### config.mk
export PLATFORM = sky130hd
export DESIGN_NAME = blkfill_seq
export DESIGN_NICKNAME = d
export VERILOG_FILES = /design/src/rtl/blkfill_pkg.sv /design/src/rtl/blkfill_bank.sv /design/src/rtl/blkfill_ret_arb.sv /design/src/rtl/blkfill_buf.sv /design/src/rtl/blkfill_seq.sv
export SDC_FILE = /design/constraint.sdc
export NUM_CORES = 1
export LEC_CHECK = 0
export ABC_CLOCK_PERIOD_IN_PS = 15800
export BUFFER_PORTS_ARGS = -buffer_cell sky130_fd_sc_hd__buf_2
export CAP_MARGIN = 20
export CORE_MARGIN = 4
export CORE_UTILIZATION = 55
export DETAILED_ROUTE_END_ITERATION = 7
export GPL_ROUTABILITY_DRIVEN = 0
export PLACE_DENSITY = 0.85
export SLEW_MARGIN = 20
export SYNTH_ARGS = -nofsm -noshare
export SYNTH_HDL_FRONTEND = slang
export SYNTH_SLANG_ARGS = --single-unit
### constraint.sdc
create_clock -name clk -period 15.8 [get_ports clk]
set_input_delay 0.79 -clock clk [delete_from_list [all_inputs] [get_ports clk]]
set_output_delay 0.79 -clock clk [all_outputs]
set_load 0.02 [all_outputs]
### src/rtl/blkfill_pkg.sv
package blkfill_pkg;

  typedef enum logic {
    FILL_IDLE = 1'b0,
    FILL_RUN  = 1'b1
  } fill_st_e;

  localparam int unsigned BANK_ACCESS_DEFAULT = 20;

endpackage

### src/rtl/blkfill_bank.sv
// One memory bank's occupancy: loaded with a word offset when its address
// goes out, counts the fixed access time, then waits for a data grant.
module blkfill_bank #(
  parameter int unsigned ACCESS_CYC = 20,
  parameter int unsigned OFF_W      = 3
) (
  input  logic             clk,
  input  logic             rst,
  input  logic             load,
  input  logic [OFF_W-1:0] load_word,
  input  logic             grant,
  output logic             busy,
  output logic             ready,
  output logic [OFF_W-1:0] word
);
  localparam int unsigned CNT_W = $clog2(ACCESS_CYC + 1);

  logic [CNT_W-1:0] cnt_q;

  always_ff @(posedge clk) begin
    if (rst) begin
      busy  <= 1'b0;
      cnt_q <= '0;
      word  <= '0;
    end else if (load) begin
      // a load may coincide with the grant of the previous word
      busy  <= 1'b1;
      cnt_q <= CNT_W'(ACCESS_CYC);
      word  <= load_word;
    end else if (grant) begin
      busy  <= 1'b0;
    end else if (busy && cnt_q != '0) begin
      cnt_q <= cnt_q - 1'b1;
    end
  end

  assign ready = busy && (cnt_q == '0);

endmodule

### src/rtl/blkfill_ret_arb.sv
// Picks the ready bank holding the lowest word offset for the data lane.
module blkfill_ret_arb #(
  parameter int unsigned NB    = 8,
  parameter int unsigned OFF_W = 3
) (
  input  logic [NB-1:0]       rdy,
  input  logic [NB*OFF_W-1:0] words,
  output logic [NB-1:0]       gnt,
  output logic                gvld,
  output logic [OFF_W-1:0]    gword
);
  always_comb begin
    gnt   = '0;
    gvld  = 1'b0;
    gword = '0;
    for (int b = 0; b < int'(NB); b++) begin
      if (rdy[b] && (!gvld || words[b*OFF_W +: OFF_W] < gword)) begin
        gnt    = '0;
        gnt[b] = 1'b1;
        gvld   = 1'b1;
        gword  = words[b*OFF_W +: OFF_W];
      end
    end
  end

endmodule

### src/rtl/blkfill_buf.sv
// Staging buffer written one word at a time, plus the delivered block,
// which is loaded only when the final word arrives.
module blkfill_buf #(
  parameter int unsigned WORDS  = 8,
  parameter int unsigned DATA_W = 32,
  parameter int unsigned OFF_W  = 3
) (
  input  logic                    clk,
  input  logic                    rst,
  input  logic                    wr_en,
  input  logic [OFF_W-1:0]        wr_off,
  input  logic [DATA_W-1:0]       wr_data,
  input  logic                    commit,
  output logic [WORDS*DATA_W-1:0] block_out
);
  logic [DATA_W-1:0] stage_q [WORDS];

  always_ff @(posedge clk) begin
    if (wr_en) stage_q[wr_off] <= wr_data;
  end

  for (genvar i = 0; i < int'(WORDS); i++) begin : g_word
    always_ff @(posedge clk) begin
      if (rst) begin
        block_out[i*DATA_W +: DATA_W] <= '0;
      end else if (commit) begin
        block_out[i*DATA_W +: DATA_W] <= (wr_off == OFF_W'(i)) ? wr_data : stage_q[i];
      end
    end
  end

endmodule

### src/rtl/blkfill_seq.sv
module blkfill_seq
  import blkfill_pkg::*;
#(
  parameter int unsigned ADDR_W      = 16,
  parameter int unsigned DATA_W      = 32,
  parameter int unsigned BLOCK_WORDS = 8,
  parameter int unsigned NUM_BANKS   = 8,
  parameter int unsigned ACCESS_CYC  = BANK_ACCESS_DEFAULT
) (
  input  logic                          clk,
  input  logic                          rst,
  input  logic                          fill_req,
  input  logic [ADDR_W-1:0]             fill_addr,
  output logic                          mem_addr_vld,
  output logic [ADDR_W-1:0]             mem_addr,
  output logic                          mem_data_vld,
  output logic [ADDR_W-1:0]             mem_data_addr,
  input  logic [DATA_W-1:0]             mem_rdata,
  output logic                          fill_done,
  output logic [BLOCK_WORDS*DATA_W-1:0] fill_block
);
  localparam int unsigned OFF_W = $clog2(BLOCK_WORDS);
  localparam int unsigned IDX_W = OFF_W + 1;
  localparam int unsigned TAG_W = ADDR_W - OFF_W;

  fill_st_e                 st_q;
  logic [TAG_W-1:0]         tag_q;
  logic [IDX_W-1:0]         issue_q;
  logic [IDX_W-1:0]         got_q;

  logic [NUM_BANKS-1:0]       bank_busy, bank_rdy, bank_free, bank_load, want, grant;
  logic [NUM_BANKS*OFF_W-1:0] bank_word;
  logic                       gvld;
  logic [OFF_W-1:0]           gword;

  logic             accept, issue_ok, run_issue, issue_go, last_cap;
  logic [OFF_W-1:0] issue_word;
  logic [TAG_W-1:0] issue_tag;

  assign accept     = (st_q == FILL_IDLE) && fill_req;
  assign issue_word = accept ? '0 : issue_q[OFF_W-1:0];
  assign issue_tag  = accept ? fill_addr[ADDR_W-1:OFF_W] : tag_q;

  for (genvar b = 0; b < int'(NUM_BANKS); b++) begin : g_bank
    assign want[b]      = ((int'(issue_word) % int'(NUM_BANKS)) == b);
    assign bank_free[b] = !bank_busy[b] || grant[b];
    assign bank_load[b] = issue_go && want[b];

    blkfill_bank #(
      .ACCESS_CYC(ACCESS_CYC),
      .OFF_W     (OFF_W)
    ) u_bank (
      .clk      (clk),
      .rst      (rst),
      .load     (bank_load[b]),
      .load_word(issue_word),
      .grant    (grant[b]),
      .busy     (bank_busy[b]),
      .ready    (bank_rdy[b]),
      .word     (bank_word[b*OFF_W +: OFF_W])
    );
  end

  blkfill_ret_arb #(
    .NB   (NUM_BANKS),
    .OFF_W(OFF_W)
  ) u_arb (
    .rdy  (bank_rdy),
    .words(bank_word),
    .gnt  (grant),
    .gvld (gvld),
    .gword(gword)
  );

  assign issue_ok  = |(want & bank_free);
  assign run_issue = (st_q == FILL_RUN) && (issue_q < IDX_W'(BLOCK_WORDS)) && issue_ok;
  assign issue_go  = accept || run_issue;
  assign last_cap  = mem_data_vld && (got_q == IDX_W'(BLOCK_WORDS - 1));

  always_ff @(posedge clk) begin
    if (rst) begin
      st_q          <= FILL_IDLE;
      tag_q         <= '0;
      issue_q       <= '0;
      got_q         <= '0;
      mem_addr_vld  <= 1'b0;
      mem_addr      <= '0;
      mem_data_vld  <= 1'b0;
      mem_data_addr <= '0;
      fill_done     <= 1'b0;
    end else begin
      mem_addr_vld <= issue_go;
      if (issue_go) mem_addr <= {issue_tag, issue_word};
      mem_data_vld <= gvld;
      if (gvld) mem_data_addr <= {tag_q, gword};
      fill_done <= last_cap;
      if (accept) begin
        st_q    <= FILL_RUN;
        tag_q   <= fill_addr[ADDR_W-1:OFF_W];
        issue_q <= IDX_W'(1);
        got_q   <= '0;
      end else begin
        if (run_issue)    issue_q <= issue_q + 1'b1;
        if (mem_data_vld) got_q   <= got_q + 1'b1;
        if (last_cap)     st_q    <= FILL_IDLE;
      end
    end
  end

  blkfill_buf #(
    .WORDS (BLOCK_WORDS),
    .DATA_W(DATA_W),
    .OFF_W (OFF_W)
  ) u_buf (
    .clk      (clk),
    .rst      (rst),
    .wr_en    (mem_data_vld),
    .wr_off   (mem_data_addr[OFF_W-1:0]),
    .wr_data  (mem_rdata),
    .commit   (last_cap),
    .block_out(fill_block)
  );

endmodule

# After elaboration in Yosys (flattened, before gate mapping)
# Memory sizes are Yosys's and may differ from the RTL's. A register that Yosys moved wholly into a read port is not among the register bits.
# Cells that the tools add are included.
[classes] n_eq_ne=16 n_lt_le_gt_ge=8 n_addsub=10 reduce_logical=127 n_mux=72 bitwise_logic=10
[op_table] op="two-way mux 5 bit" count=24
[op_table] op="two-way mux 8 bit" count=7
[op_table] op="logical NOT 5 bit" count=8
[op_table] op="nonzero test 5 bit" count=8
[op_table] op="subtractor 5 x 1 -> 5 bit, second input constant" count=8
[op_table] op="nonzero test 2 bit" count=18
[op_table] op="logical AND 1 bit" count=35
[op_table] op="logical NOT 32 bit" count=1
[op_table] op="AND reduction 2 bit" count=16
[op_table] op="two-way mux 1 bit" count=31
[op_table] op="two-way mux 3 bit" count=9
[op_table] op="< comparator 3 bit" count=7
[op_table] op="OR reduction 2 bit" count=9
[op_table] op="logical OR 1 bit" count=16
[op_table] op="inequality test 2 x 1 -> 1 bit, second input constant" count=8
[op_table] op="logical NOT 1 bit" count=15
[op_table] op="two-way mux 13 bit" count=1
[op_table] op="== test 3 bit, second input constant" count=4
[op_table] op="inverter 1 bit" count=9
[op_table] op="adder 4 x 1 -> 4 bit, second input constant" count=2
[op_table] op="bitwise AND 8 bit" count=1
[op_table] op="OR reduction 8 bit" count=1
[op_table] op="== test 3 x 2 -> 1 bit, second input constant" count=2
[op_table] op="== test 4 x 3 -> 1 bit, second input constant" count=1
[op_table] op="other kinds (2)" count=2
[word_totals] ramBits=256 input_bits=51 reg_bits=129 out_inout_bits=291 n_memories=1
[memory_table] memory="u_buf.stage_q" depth=8 word_bits=32 rd=8 rd_clocked_by_memory_dff=8 write_ports=1 line="blkfill_buf.sv:16" source="logic [DATA_W-1:0] stage_q [WORDS];"

# Logic depth before layout (Yosys ltp)
# Gate-level depths: netlist of the first run.
[depth] ltp_word=39 depth_mapped=58

# Hierarchy
# Synthesis of the first run repeated with hierarchy kept, for this count alone.
[hier_totals] cells_unflattened=2574 hier_area_um2=26501.7
[by_module_without_submodules] module="blkfill_buf" area_per_inst_um2=19222.2 cells_per_inst=1736 instances=1 seq_area_each_um2=12812.3
[by_module_without_submodules] module="blkfill_bank" area_per_inst_um2=405.4 cells_per_inst=44 instances=8 seq_area_each_um2=180.2
[by_module_without_submodules] module="blkfill_seq" area_per_inst_um2=2837.7 cells_per_inst=328 instances=1 seq_area_each_um2=1141.1
[by_module_without_submodules] module="blkfill_ret_arb" area_per_inst_um2=1198.6 cells_per_inst=158 instances=1 seq_area_each_um2=0.0

# Worst setup path before layout of the first run
# No wires, ideal clock.
[synth_timing] kind="flip-flop to flip-flop" from="register g_bank[0].u_bank.cnt_q[0]" to="register g_bank[0].u_bank.cnt_q[2]" path_slack_ps=4765 required_time_ps=15684 n_path_buf=3 arrival_time_ps=10919 stages_incl_launch_ff=56 path_cell_list="dfxtp_1 > inv_1 > ha_1 > nor4b_4 > nand3_1 > ha_1 > a21o_1 > a31oi_1 > o21a_1 > nand2_1 > o21ai_0 > inv_1 > ha_1 > a21o_1 > a21oi_1 > o21bai_1 > nor2b_1 > clkbuf_1 > [20 not listed] > ha_1 > a21oi_1 > nor4b_1 > a31o_2 > a31o_1 > buf_2 > mux2_2 > ha_1 > a211o_1 > or4_1 > a41oi_1 > and3_1 > a211o_1 > nor3_2 > a22oi_2 > buf_4 > nand2_2 > a31o_2"
[synth_between] elab_chain_len=39 elab_cells_between_ends=74 cone_classes="1 x add/sub; 7 x order compare; 1 x eq/ne; 25 x mux; 1 x bitwise; 39 x reduce/logical"
[synth_rtl] element="from (decl)" line="blkfill_bank.sv:18" source="logic [CNT_W-1:0] cnt_q;"
[synth_rtl] element="from (signal assigned)" line="blkfill_bank.sv:28" source="cnt_q <= CNT_W'(ACCESS_CYC);"
[synth_rtl] element="from (signal assigned)" line="blkfill_bank.sv:33" source="cnt_q <= cnt_q - 1'b1;"
[synth_rtl] element="logical NOT 5 bit" line="blkfill_bank.sv:37" source="assign ready = busy && (cnt_q == '0);"
[synth_rtl] element="logical AND 1 bit" line="blkfill_bank.sv:37"
[synth_rtl] element="two-way mux 3 bit or two-way mux 1 bit (tied branches)" line="blkfill_ret_arb.sv:17" source="if (rdy[b] && (!gvld || words[b*OFF_W +: OFF_W] < gword)) begin"
[synth_rtl] element="< comparator 3 bit or logical NOT 1 bit (tied branches)" line="blkfill_ret_arb.sv:17"
[synth_rtl] element="logical OR 1 bit" line="blkfill_ret_arb.sv:17"
[synth_rtl] element="logical AND 1 bit" line="blkfill_ret_arb.sv:17"
[synth_rtl] element="two-way mux 3 bit or two-way mux 1 bit (tied branches)" line="blkfill_ret_arb.sv:17"
[synth_rtl] element="< comparator 3 bit or logical NOT 1 bit (tied branches)" line="blkfill_ret_arb.sv:17"
[synth_rtl] element="[23 not listed]"
[synth_rtl] element="logical OR 1 bit" line="blkfill_seq.sv:46" source="assign bank_free[b] = !bank_busy[b] || grant[b];"
[synth_rtl] element="bitwise AND 8 bit" line="blkfill_seq.sv:75" source="assign issue_ok = |(want & bank_free);"
[synth_rtl] element="OR reduction 8 bit" line="blkfill_seq.sv:75"
[synth_rtl] element="logical AND 1 bit" line="blkfill_seq.sv:76" source="assign run_issue = (st_q == FILL_RUN) && (issue_q < IDX_W'(BLOCK_WORDS)) && issue_ok;"
[synth_rtl] element="logical OR 1 bit" line="blkfill_seq.sv:77" source="assign issue_go = accept || run_issue;"
[synth_rtl] element="logical AND 1 bit" line="blkfill_seq.sv:47" source="assign bank_load[b] = issue_go && want[b];"
[synth_rtl] element="inequality test 2 x 1 -> 1 bit (no line) or nonzero test 2 bit (tied branches)"
[synth_rtl] element="AND reduction 2 bit (no line)"
# Several ways; a longest one is shown, not always the timed one. The select of a mux whose other input is x is not followed.
# A chain may end at the register's enable or synchronous reset.

# Worst setup path in the final report of the first run
[layout_timing] from="register g_bank[0].u_bank.cnt_q[0]" to="register mem_addr[3]"
[layout_between] elab_chain_len=36 elab_cells_between_ends=64 cone_classes="7 x order compare; 22 x mux; 1 x bitwise; 34 x reduce/logical"
[layout_rtl] element="logical NOT 5 bit *" line="blkfill_bank.sv:37"
[layout_rtl] element="logical AND 1 bit *" line="blkfill_bank.sv:37"
[layout_rtl] element="two-way mux 3 bit or two-way mux 1 bit (tied branches)" line="blkfill_ret_arb.sv:17"
[layout_rtl] element="< comparator 3 bit or logical NOT 1 bit (tied branches)" line="blkfill_ret_arb.sv:17"
[layout_rtl] element="logical OR 1 bit" line="blkfill_ret_arb.sv:17"
[layout_rtl] element="logical AND 1 bit" line="blkfill_ret_arb.sv:17"
[layout_rtl] element="two-way mux 3 bit or two-way mux 1 bit (tied branches)" line="blkfill_ret_arb.sv:17"
[layout_rtl] element="< comparator 3 bit or logical NOT 1 bit (tied branches)" line="blkfill_ret_arb.sv:17"
[layout_rtl] element="[20 not listed]"
[layout_rtl] element="logical OR 1 bit" line="blkfill_ret_arb.sv:17"
[layout_rtl] element="logical AND 1 bit" line="blkfill_ret_arb.sv:17"
[layout_rtl] element="two-way mux 8 bit *" line="blkfill_ret_arb.sv:17"
[layout_rtl] element="logical OR 1 bit" line="blkfill_seq.sv:46"
[layout_rtl] element="bitwise AND 8 bit *" line="blkfill_seq.sv:75"
[layout_rtl] element="OR reduction 8 bit *" line="blkfill_seq.sv:75"
[layout_rtl] element="logical AND 1 bit *" line="blkfill_seq.sv:76"
[layout_rtl] element="logical OR 1 bit *" line="blkfill_seq.sv:77"
[layout_rtl] element="to (signal assigned)" line="blkfill_seq.sv:93" source="if (issue_go) mem_addr <= {issue_tag, issue_word};"
[layout_rtl] element="to (decl)" line="blkfill_seq.sv:15" source="output logic [ADDR_W-1:0] mem_addr,"
# Every way passes the cells marked *; elsewhere a longest branch is shown, timed or not.

==> results of run 1 <==
[registers in the layout (all words and copies together), names as in the netlist]
signal and count:
fill_block 256, fill_done 1, g_bank.u_bank.busy 8, g_bank.u_bank.cnt_q 40, g_bank.u_bank.word 24, got_q 4
issue_q 4, mem_addr 16, mem_addr_vld 1, mem_data_addr 16, mem_data_vld 1, st_q 1
tag_q 13, u_buf.stage_q 256
[cell usage after synthesis, types with 6 or more instances]
master and count:
nand2_1 346, buf_1 14, nor2b_1 6, nor3b_1 7, nor2_1 331, ha_1 25
a21oi_1 62, o21ai_0 23, o221a_2 8, a31o_2 6, a21o_1 9, nor3_1 34
nor4_1 9, mux2i_1 134, o22ai_1 17, mux2_2 8, clkbuf_1 177, o211ai_1 8
inv_1 46, o21a_1 9, nand2b_1 14, a311oi_1 131, a211oi_1 133, xnor2_1 18
xor2_1 10, edfxtp_1 256, dfxtp_1 385
[logic make-up (layout without fill, tap and decap cells)]
| group | Yosys count | after routing | share of synthesized area (%) |
|---|---|---|---|
| and+or+nand+nor | 798 | 798 | 13.3 |
| DFF | 641 | 641 | 61.0 |
| AOI/OAI and AO/OA | 464 | 464 | 14.1 |
| buffers and inverters | 245 | 520 | 3.75 |
| muxes | 142 | 142 | 5.67 |
| xor gates and xnor gates | 28 | 28 | 0.971 |
| adders and majority gates | 25 | 25 | 1.24 |
| other | 0 | 1 | 0 |
[final timing paths]
check	startpoint	endpoint	depth (start not counted)	slack, ns
max reg2reg	g_bank[0].u_bank.cnt_q[0]$_SDFFE_PP0P_	mem_addr[3]$_SDFFE_PP0N_	53	1.43
max	g_bank[0].u_bank.cnt_q[0]$_SDFFE_PP0P_	mem_addr[3]$_SDFFE_PP0N_	53	1.43
min reg2reg	g_bank[0].u_bank.word[1]$_SDFFE_PP0P_	g_bank[0].u_bank.word[1]$_SDFFE_PP0P_	2	0.44
min	fill_addr[5]	tag_q[2]$_SDFF_PP0_	3	0.39
[stage by stage]
stage                     area [µm²]  cells  hold slack, ns  total power, mW
final                          29200   3219           0.387             3.49
after floorplan                25300   2343           0.410             1.94
after global routing           29200   3218           0.396             3.59
after detailed placement       27100   3101           0.430             2.01
after CTS                      29200   3217           0.356             3.50
after global placement         27100   3101           0.423             2.00
[final cells by class]
class                           count  area (µm²)  share of cell area (%)
Antenna cell                        1        2.50                 0.00856
Clock buffer                       91        1840                    6.28
Clock inverter                     25         269                   0.920
Inverter                           46         173                   0.591
Multi-Input combinational cell   1457        8940                    30.6
Sequential cell                   641       15400                    52.7
Tap cell                          600         751                    2.57
Timing Repair Buffer              358        1860                    6.37
[power by group through the flow]
stage | combinational (mW) | sequential [mW] | clock (mW)
detailed placement | 0.209 | 1.80 | 0
floorplan | 0.139 | 1.80 | 0
CTS | 0.210 | 1.77 | 1.53
global route | 0.228 | 1.77 | 1.59
finish | 0.213 | 1.77 | 1.51
global placement | 0.201 | 1.80 | 0
[tightest hold or removal path, delay by kind of cell]
| kind | cells | cell delay [ns] |
|---|---|---|
| compound gates | 1 | 0.05 |
| buf+inv | 1 | 0.11 |
| simple gates | 1 | 0.05 |
[per-layer routing]
layer	up-vias	global-route usage [%]	share of wire (%)
li1	8891	-	-
met1	9449	32.6	37
met2	967	45.3	49
met3	180	7.04	9.7
met4	4	11.4	4.0
met5	-	0	0.020
==> impl_metrics.csv, run 1 <==
group,metric,value,unit
grt,grt_usage,26.8,%
synthesis,yosysTopAreaCell,"dfxtp_1",
setup_path,cp_top_family,"compound AO/OA/AOI/OAI gates",
cts,cts_tree,"yes",
power_and_ir_drop,switching_share,23.2,%
synthesis,synth_edf_count,256,
synthesis,yosys_warnings,0,
timing,layout_setup_ws,1.43,ns
grt,grt_pass1_vias,19216,
synthesis,synth_top_area_share,30.5,%
cts,post-cts-setup-buffer-count,0,
finish,n_fill_cell,3303,
die,start_util,55.6,%
finish,synthToLayoutAreaGrowth,15.7,%
placed_design,place_ws,1.78,ns
detailed_routing,ant_nets,0,
setup_path,cp_slowest_cell,"nand3_1",
synthesis,synth_fp_nets,2419,
synthesis,synth-main-ff-cell,"dfxtp_1",
outcome,status,"complete, but fails checks",
die,dieWidth,222,µm
placed_design,hpwl,42600,µm
power_and_ir_drop,internal_power,2.68,mW
outcome,violations,"design-rule violations",
setup_path,crit_arrival,14.85,ns
cts,ctsHoldBuffers,0,
die,rows,78,
die,ioPinCount,342,
detailed_routing,vias_per_cell,6.05,
power_and_ir_drop,p_sw,0.808,mW
synthesis,yosysSeqAreaShare,61.0,%
cts,cts_buffers,61,
setup_path,worstSetupEndpointType,"flip-flop",
worst_hold_path,hold_path_class,"input pin to flip-flop",
timing,worst_clock_skew,0.0789,ns
power_and_ir_drop,comb_power_share,6.1,%
cts,h-tree-depth,2,
setup_path,crit_path_frequent_cell,"ha_1",
detailed_routing,drc_errors,2,
power_and_ir_drop,p_leak,10.7,nW
synthesis,postSynth.asyncResetShare,0,%
detailed_routing,firstDrtPassIters,8,
setup_path,crit_fanout,13,
cts,cts_sinks,641,
setup_path,critPathKind,"flip-flop to flip-flop",
synthesis,syn-cell-area,25300,µm²
detailed_routing,drtIter0Drc,2065,
setup_path,cpPeakStageDelay,0.74,ns
cts,cts_resized,0,
timing,max_freq,0.0696,GHz
finish,final_common_cell,"dfxtp_1",
cts,worstSkewPairLatency,0.66,ns
finish,final_util,64.4,%
power_and_ir_drop,clkPwrFrac,43.3,%
power_and_ir_drop,ir_drop,0.000123,V
synthesis,synth_cell_type_count,84,
die,die_area,49400,µm²
timing,finalCritPeriodShare,90.9,%
timing,setup_tns,0,ns
finish,nets,2641,
synthesis,syn-instance-count,2343,
job,maxCapViolations,0,
power_and_ir_drop,seqPwrFrac,50.6,%
grt,antenna_found_initial,2,
grt,grt_pass1_wl,107000,µm
timing,slew_violations,0,
setup_path,crit_buf_inv,3,
synthesis,ys_ff_latch,641,
die,core,45400,µm²
finish,most-common-layout-cells,"385 x dfxtp_1, 346 x nand2_1, 337 x buf_2",
timing,rsz0062_at_grt,"no",
synthesis,ys_top_cells_by_area,"dfxtp_1 31%, edfxtp_1 30%, mux2i_1 5.3%",
timing,relSlewSlack,24.7,%
placed_design,io_buffers,338,
synthesis,avgSynthCellArea,10.8,µm²
grt,grt_max_degree,173,
timing,setup_viol,0,
grt,grt_remaining_overflow,0,
cts,cts_root_buffer,"clkbuf_16",
detailed_routing,num_vias,19491,
die,die_h,222,µm
power_and_ir_drop,p_per_area,119,nW/µm²
timing,fin_crit,14.37,ns
timing,worst_pin_slew,1.12,ns
timing,finalHoldViolCount,0,
detailed_routing,wl,69200,µm
setup_path,crit_path_start_kind,"flip-flop",
cts,cts_buffer_depth,3,
cts,clkTransAtPathRegs,0.06,ns
finish,layout-drive-gt1-share,19.6,%
detailed_routing,wl_per_cell,21.5,µm
setup_path,worstPathRequired,16.28,ns
Note: power is estimated with default switching activity, not from simulation.
==> run 2, diff against run 1 <==
- ABC_CLOCK_PERIOD_IN_PS: 15800 -> 12400
- CORE_MARGIN: 4 -> 10
- CORE_UTILIZATION: 55 -> 52
- PLACE_DENSITY: 0.85 -> 0.84
- clock period: 15.8 -> 12.4 ns (I/O delays scaled with it)
==> run 2 against run 1 <==
Net effect:
- the flow now finishes without violations
- clock skew fell by 0.045 ns
- hold slack worse by 0.14 ns
- clock-buffer cell count down 10
- final cell count is 0.99% higher
- non-clock buffer count up 19
- sequential share of layout area fell by 0.56 points
- die area grew 17%
- total power grew 29%
- register-to-register slack worse by 0.91 ns
- critical endpoint is now mem_addr[10]$_SDFFE_PP0N_
- largest cell class unchanged
==> impl_metrics.csv, run 2 (synthesis results as in run 1) <==
group,metric,value,unit
outcome,status,"complete, no violations",
setup_path,cp_top_family,"compound AO/OA/AOI/OAI gates",
power_and_ir_drop,ir_drop,0.000164,V
grt,grt_pass1_wl,110000,µm
setup_path,worstPathRequired,12.91,ns
finish,most-common-layout-cells,"385 x dfxtp_1, 346 x nand2_1, 337 x buf_2",
finish,nets,2660,
cts,cts_buffers,61,
cts,cts_tree,"yes",
cts,cts_sinks,641,
timing,setup_viol,0,
finish,n_fill_cell,3598,
finish,stdcell_count,3251,
placed_design,dp.cells,3132,
setup_path,r2r_start,"g_bank[0].u_bank.cnt_q[0]$_SDFFE_PP0P_",
setup_path,crit_buf_inv,5,
setup_path,timing.reg2reg.setup_slack,0.52,ns
timing,fin_crit,11.88,ns
detailed_routing,drtIter0Drc,2083,
timing,worst_pin_slew,1.12,ns
finish,final_common_cell,"dfxtp_1",
detailed_routing,wl,72400,µm
setup_path,cp_slowest_cell,"or4_1",
power_and_ir_drop,p_per_area,152,nW/µm²
grt,grt_pass1_vias,19298,
detailed_routing,vias_per_cell,6.01,
setup_path,critPathKind,"flip-flop to flip-flop",
die,core,47800,µm²
cts,worstSkewPairLatency,0.65,ns
grt,antenna_found_initial,2,
worst_hold_path,worstHoldPathCells,3,
cts,cts_buffer_depth,3,
cts,ctsHoldBuffers,0,
setup_path,crit_path_frequent_cell,"ha_1",
worst_hold_path,min_from,"fill_addr[13]",
setup_path,cpPeakStageDelay,0.46,ns
setup_path,worstSetupEndpointType,"flip-flop",
placed_design,place_ws,0.0870,ns
worst_hold_path,hold_end,"tag_q[10]$_SDFF_PP0_",
finish,antennaDiodeCount,0,
timing,finalHoldViolCount,0,
detailed_routing,num_vias,19535,
grt,grt_max_degree,117,
cts,clkTransAtPathRegs,0.06,ns
detailed_routing,firstDrtPassIters,6,
timing,relSlewSlack,25.1,%
placed_design,hpwl,45600,µm
power_and_ir_drop,total_power,4.50,mW
setup_path,reg2regPathDepth,55,
die,start_util,52.8,%
setup_path,crit_path_start_kind,"flip-flop",
die,ioPinCount,342,
timing,setup_tns,0,ns
power_and_ir_drop,p_leak,10.8,nW
timing,layout_setup_ws,0.519,ns
timing,max_freq,0.0842,GHz
grt,grt_remaining_overflow,0,
job,maxCapViolations,0,
setup_path,crit_arrival,12.40,ns
cts,cts_root_buffer,"clkbuf_16",
setup_path,crit_fanout,13,
timing,fin_hold_ws,0.251,ns
die,dieWidth,240,µm
placed_design,io_buffers,338,
timing,finalCritPeriodShare,95.8,%
finish,layout-drive-gt1-share,20.8,%
setup_path,startpoint,"g_bank[0].u_bank.cnt_q[0]$_SDFFE_PP0P_",
finish,synthToLayoutAreaGrowth,17.0,%
grt,grt_usage,24.0,%
detailed_routing,ant_nets,0,
detailed_routing,wl_per_cell,22.3,µm
die,rows,80,
setup_path,r2r_end,"mem_addr[10]$_SDFFE_PP0N_",
timing,worst_clock_skew,0.0337,ns
die,die_h,240,µm
timing,slew_violations,0,
detailed_routing,drc_errors,0,
cts,h-tree-depth,2,
die,die_area,57800,µm²
worst_hold_path,hold_path_class,"input pin to flip-flop",
==> run 2: worst max-delay path by stage <==
stage	to	slack, ns	cells past startpoint
2_1_floorplan	g_bank[0].u_bank.cnt_q[2]$_SDFFE_PP0P_	1.37	55
3_3_place_gp	g_bank[6].u_bank.cnt_q[1]$_SDFFE_PP0P_	0.74	53
3_5_place_dp	g_bank[0].u_bank.cnt_q[3]$_SDFFE_PP0P_	0.09	51
4_1_cts	g_bank[0].u_bank.cnt_q[3]$_SDFFE_PP0P_	0.02	53
5_1_grt	mem_addr[10]$_SDFFE_PP0N_	-0.06	55
6_report	mem_addr[10]$_SDFFE_PP0N_	0.52	55
==> run 2: layout make-up <==
| type | count | area (µm²) | share of cell area [%] |
|---|---|---|---|
| Sequential cell | 641 | 15400 | 52.1 |
| Clock buffer | 81 | 1670 | 5.66 |
| Inverter | 46 | 173 | 0.584 |
| Clock inverter | 34 | 443 | 1.50 |
| Timing Repair Buffer | 377 | 2070 | 7.00 |
| Tap cell | 615 | 769 | 2.60 |
| Multi-Input combinational cell | 1457 | 9020 | 30.5 |
==> run 2: worst reg2reg max path: cells and delay by family (launching register included) <==
| kind | cells | cell delay (ns) |
|---|---|---|
| compound gates | 25 | 4.69 |
| simple gates | 13 | 2.39 |
| fa+ha+maj | 8 | 2.26 |
| mux | 4 | 1.44 |
| buf+inv | 5 | 0.68 |
| flops | 1 | 0.32 |
==> run 2: metal layers <==
metal | routed length [µm] | vias up | GRT usage, % | share of wire (%)
met3 | 7480 | 184 | 6.94 | 10
met4 | 2740 | 4 | 9.97 | 3.8
met1 | 27600 | 9430 | 29.2 | 38
met2 | 34500 | 1010 | 39.4 | 48
met5 | 17 | - | 0 | 0.023
li1 | - | 8907 | - | -
==> run 2: repair_timing <==
action | CTS | global route
buffers inserted | 0 | 2
resized for setup | 0 | 17
setup endpoints to repair | 0 | 96
==> run 2: through the flow <==
stage	util (%)	instance area [µm²]
floorplan	-	25300
global placement	57.0	27300
detailed placement	57.0	27300
CTS	61.4	29400
global route	61.8	29500
finish	61.8	29500
==> run 2: power breakdown <==
part | internal [mW] | switching (mW) | leakage (nW)
combinational | 0.0970 | 0.197 | 4.40
clock | 1.13 | 0.825 | 1.03
sequential | 2.22 | 0.0285 | 5.41
==> run 3, diff against run 2 <==
- PLACE_DENSITY: 0.84 -> default
- PLACE_DENSITY_LB_ADDON: default -> 0.15
==> run 3 against run 2 <==
Net effect:
- non-clock buffer count grew 1
- sequential power is essentially flat
- total power shrank 0.71%
- critical endpoint is now mem_addr[8]$_SDFFE_PP0N_
- largest cell class unchanged
- design area grew 0.22%
- hold slack gained 0.034 ns
- clock skew shrank 0.018 ns
- routed wire length shrank 3.2%
- global-route usage shrank 0.56 points
- register-to-register slack gained 0.18 ns
- combinational power grew 2%
- critical path type unchanged
- core utilization grew 0.14 points
==> impl_metrics.csv, run 3 (synthesis results as in run 1) <==
group,metric,value,unit
placed_design,io_buffers,338,
timing,worst_pin_slew,1.20,ns
power_and_ir_drop,ir_drop,0.000114,V
timing,rsz0062_at_grt,"no",
timing,setup_viol,0,
finish,nets,2667,
setup_path,worstPathRequired,12.88,ns
detailed_routing,ant_nets,0,
finish,antennaDiodeCount,0,
grt,grt_usage,23.5,%
placed_design,hpwl,44500,µm
setup_path,crit_path_frequent_cell,"ha_1",
setup_path,cpPeakStageDelay,0.48,ns
setup_path,cp_top_family,"compound AO/OA/AOI/OAI gates",
die,ioPinCount,342,
grt,grt_max_degree,278,
detailed_routing,drc_errors,0,
finish,synthToLayoutAreaGrowth,17.3,%
grt,grt.busiest_layer,"met2",
placed_design,dp.cells,3131,
die,rows,80,
cts,cts_buffers,66,
worst_hold_path,min_from,"fill_addr[13]",
grt,grt_pass1_wl,107000,µm
timing,finalCritPeriodShare,94.4,%
power_and_ir_drop,p_leak,10.9,nW
setup_path,startpoint,"g_bank[0].u_bank.cnt_q[0]$_SDFFE_PP0P_",
timing,setup_tns,0,ns
placed_design,place_ws,0.162,ns
detailed_routing,vias_per_cell,5.74,
detailed_routing,wl_per_cell,21.5,µm
die,dieWidth,240,µm
cts,ctsHoldBuffers,0,
finish,final_util,61.9,%
timing,layout_setup_ws,0.695,ns
grt,met2_usage,40.0,%
timing,finalHoldViolCount,0,
die,start_util,52.8,%
cts,clkTransAtPathRegs,0.06,ns
detailed_routing,drtIter0Drc,1359,
die,die_area,57800,µm²
finish,final_common_cell,"dfxtp_1",
timing,slew_violations,0,
finish,stdcell_count,3259,
grt,grt_remaining_overflow,0,
cts,cts_tree,"yes",
die,core,47800,µm²
cts,cts_sinks,641,
setup_path,crit_buf_inv,4,
timing,relSlewSlack,20.1,%
grt,antenna_found_initial,2,
worst_hold_path,hold_path_class,"input pin to flip-flop",
setup_path,cp_slowest_cell,"or4_1",
cts,cts_buffer_depth,3,
grt,met1_usage,28.3,%
timing,fin_crit,11.71,ns
detailed_routing,wl,70100,µm
grt,grtUsageMet3,6.71,%
timing,fin_hold_ws,0.285,ns
outcome,status,"complete, no violations",
job,maxCapViolations,0,
worst_hold_path,worstHoldPathCells,3,
setup_path,path_depth,54,
setup_path,reg2regPathDepth,54,
timing,max_freq,0.0854,GHz
finish,n_fill_cell,3912,
cts,worstSkewPairLatency,0.60,ns
finish,layout-drive-gt1-share,20.6,%
setup_path,crit_path_start_kind,"flip-flop",
finish,most-common-layout-cells,"385 x dfxtp_1, 346 x nand2_1, 337 x buf_2",
detailed_routing,num_vias,18699,
cts,cts_root_buffer,"clkbuf_16",
die,die_h,240,µm
setup_path,worstSetupEndpointType,"flip-flop",
setup_path,crit_arrival,12.19,ns
detailed_routing,firstDrtPassIters,5,
power_and_ir_drop,p_per_area,151,nW/µm²
setup_path,crit_fanout,13,
timing,worst_clock_skew,0.0158,ns
cts,h-tree-depth,3,
grt,grt_pass1_vias,18310,
setup_path,critPathKind,"flip-flop to flip-flop",
setup_path,r2r_start,"g_bank[0].u_bank.cnt_q[0]$_SDFFE_PP0P_",
## run 3: final timing paths
kind                                      endpoint  slack (ns)
max                       mem_addr[8]$_SDFFE_PP0N_        0.69
min                           tag_q[10]$_SDFF_PP0_        0.28
max reg2reg               mem_addr[8]$_SDFFE_PP0N_        0.69
min reg2reg  g_bank[0].u_bank.word[1]$_SDFFE_PP0P_        0.44
## run 3: final cells by class
| type | instances | area, µm² | area share, % |
|---|---|---|---|
| timing repair buffer | 378 | 2140 | 7.23 |
| tap | 615 | 769 | 2.60 |
| multi-input combinational | 1458 | 9060 | 30.6 |
| inverter | 46 | 173 | 0.583 |
| clock buffer | 95 | 1860 | 6.29 |
| clock inverter | 26 | 215 | 0.727 |
| sequential | 641 | 15400 | 52.0 |
## run 3: tightest hold or removal path: cells and delay by family
kind	cells	cell delay (ns)
buffers and inverters	1	0.11
AO/OA/AOI/OAI	1	0.05
AND/OR/NAND/NOR	1	0.05
## run 3: what timing repair did
| item | 4_1_cts | 5_1_grt |
|---|---|---|
| setup buffers | 0 | 3 |
| hold endpoints to repair | 0 | 0 |
| endpoints found under the setup margin | 0 | 96 |
| resized for setup | 0 | 20 |
## run 3: report_power, final
part | total (mW) | internal [mW] | switching, mW
sequential | 2.25 | 2.22 | 0.0284
clock | 1.91 | 1.10 | 0.815
combinational | 0.299 | 0.102 | 0.198
total | 4.46 | 3.42 | 1.04
## run 3: through the flow
step	power [mW]	area, µm²
after floorplan	2.47	25300
after global placement	2.58	27300
after detailed placement	2.58	27300
after CTS	4.48	29400
after global routing	4.60	29600
final	4.46	29600
## run 3: layer usage
metal | wire length (µm) | vias up | share of wire [%]
met1 | 28500 | 9134 | 41
met5 | 21 | - | 0.030
met3 | 5130 | 107 | 7.3
met2 | 34700 | 520 | 50
met4 | 1700 | 4 | 2.4
li1 | - | 8934 | -
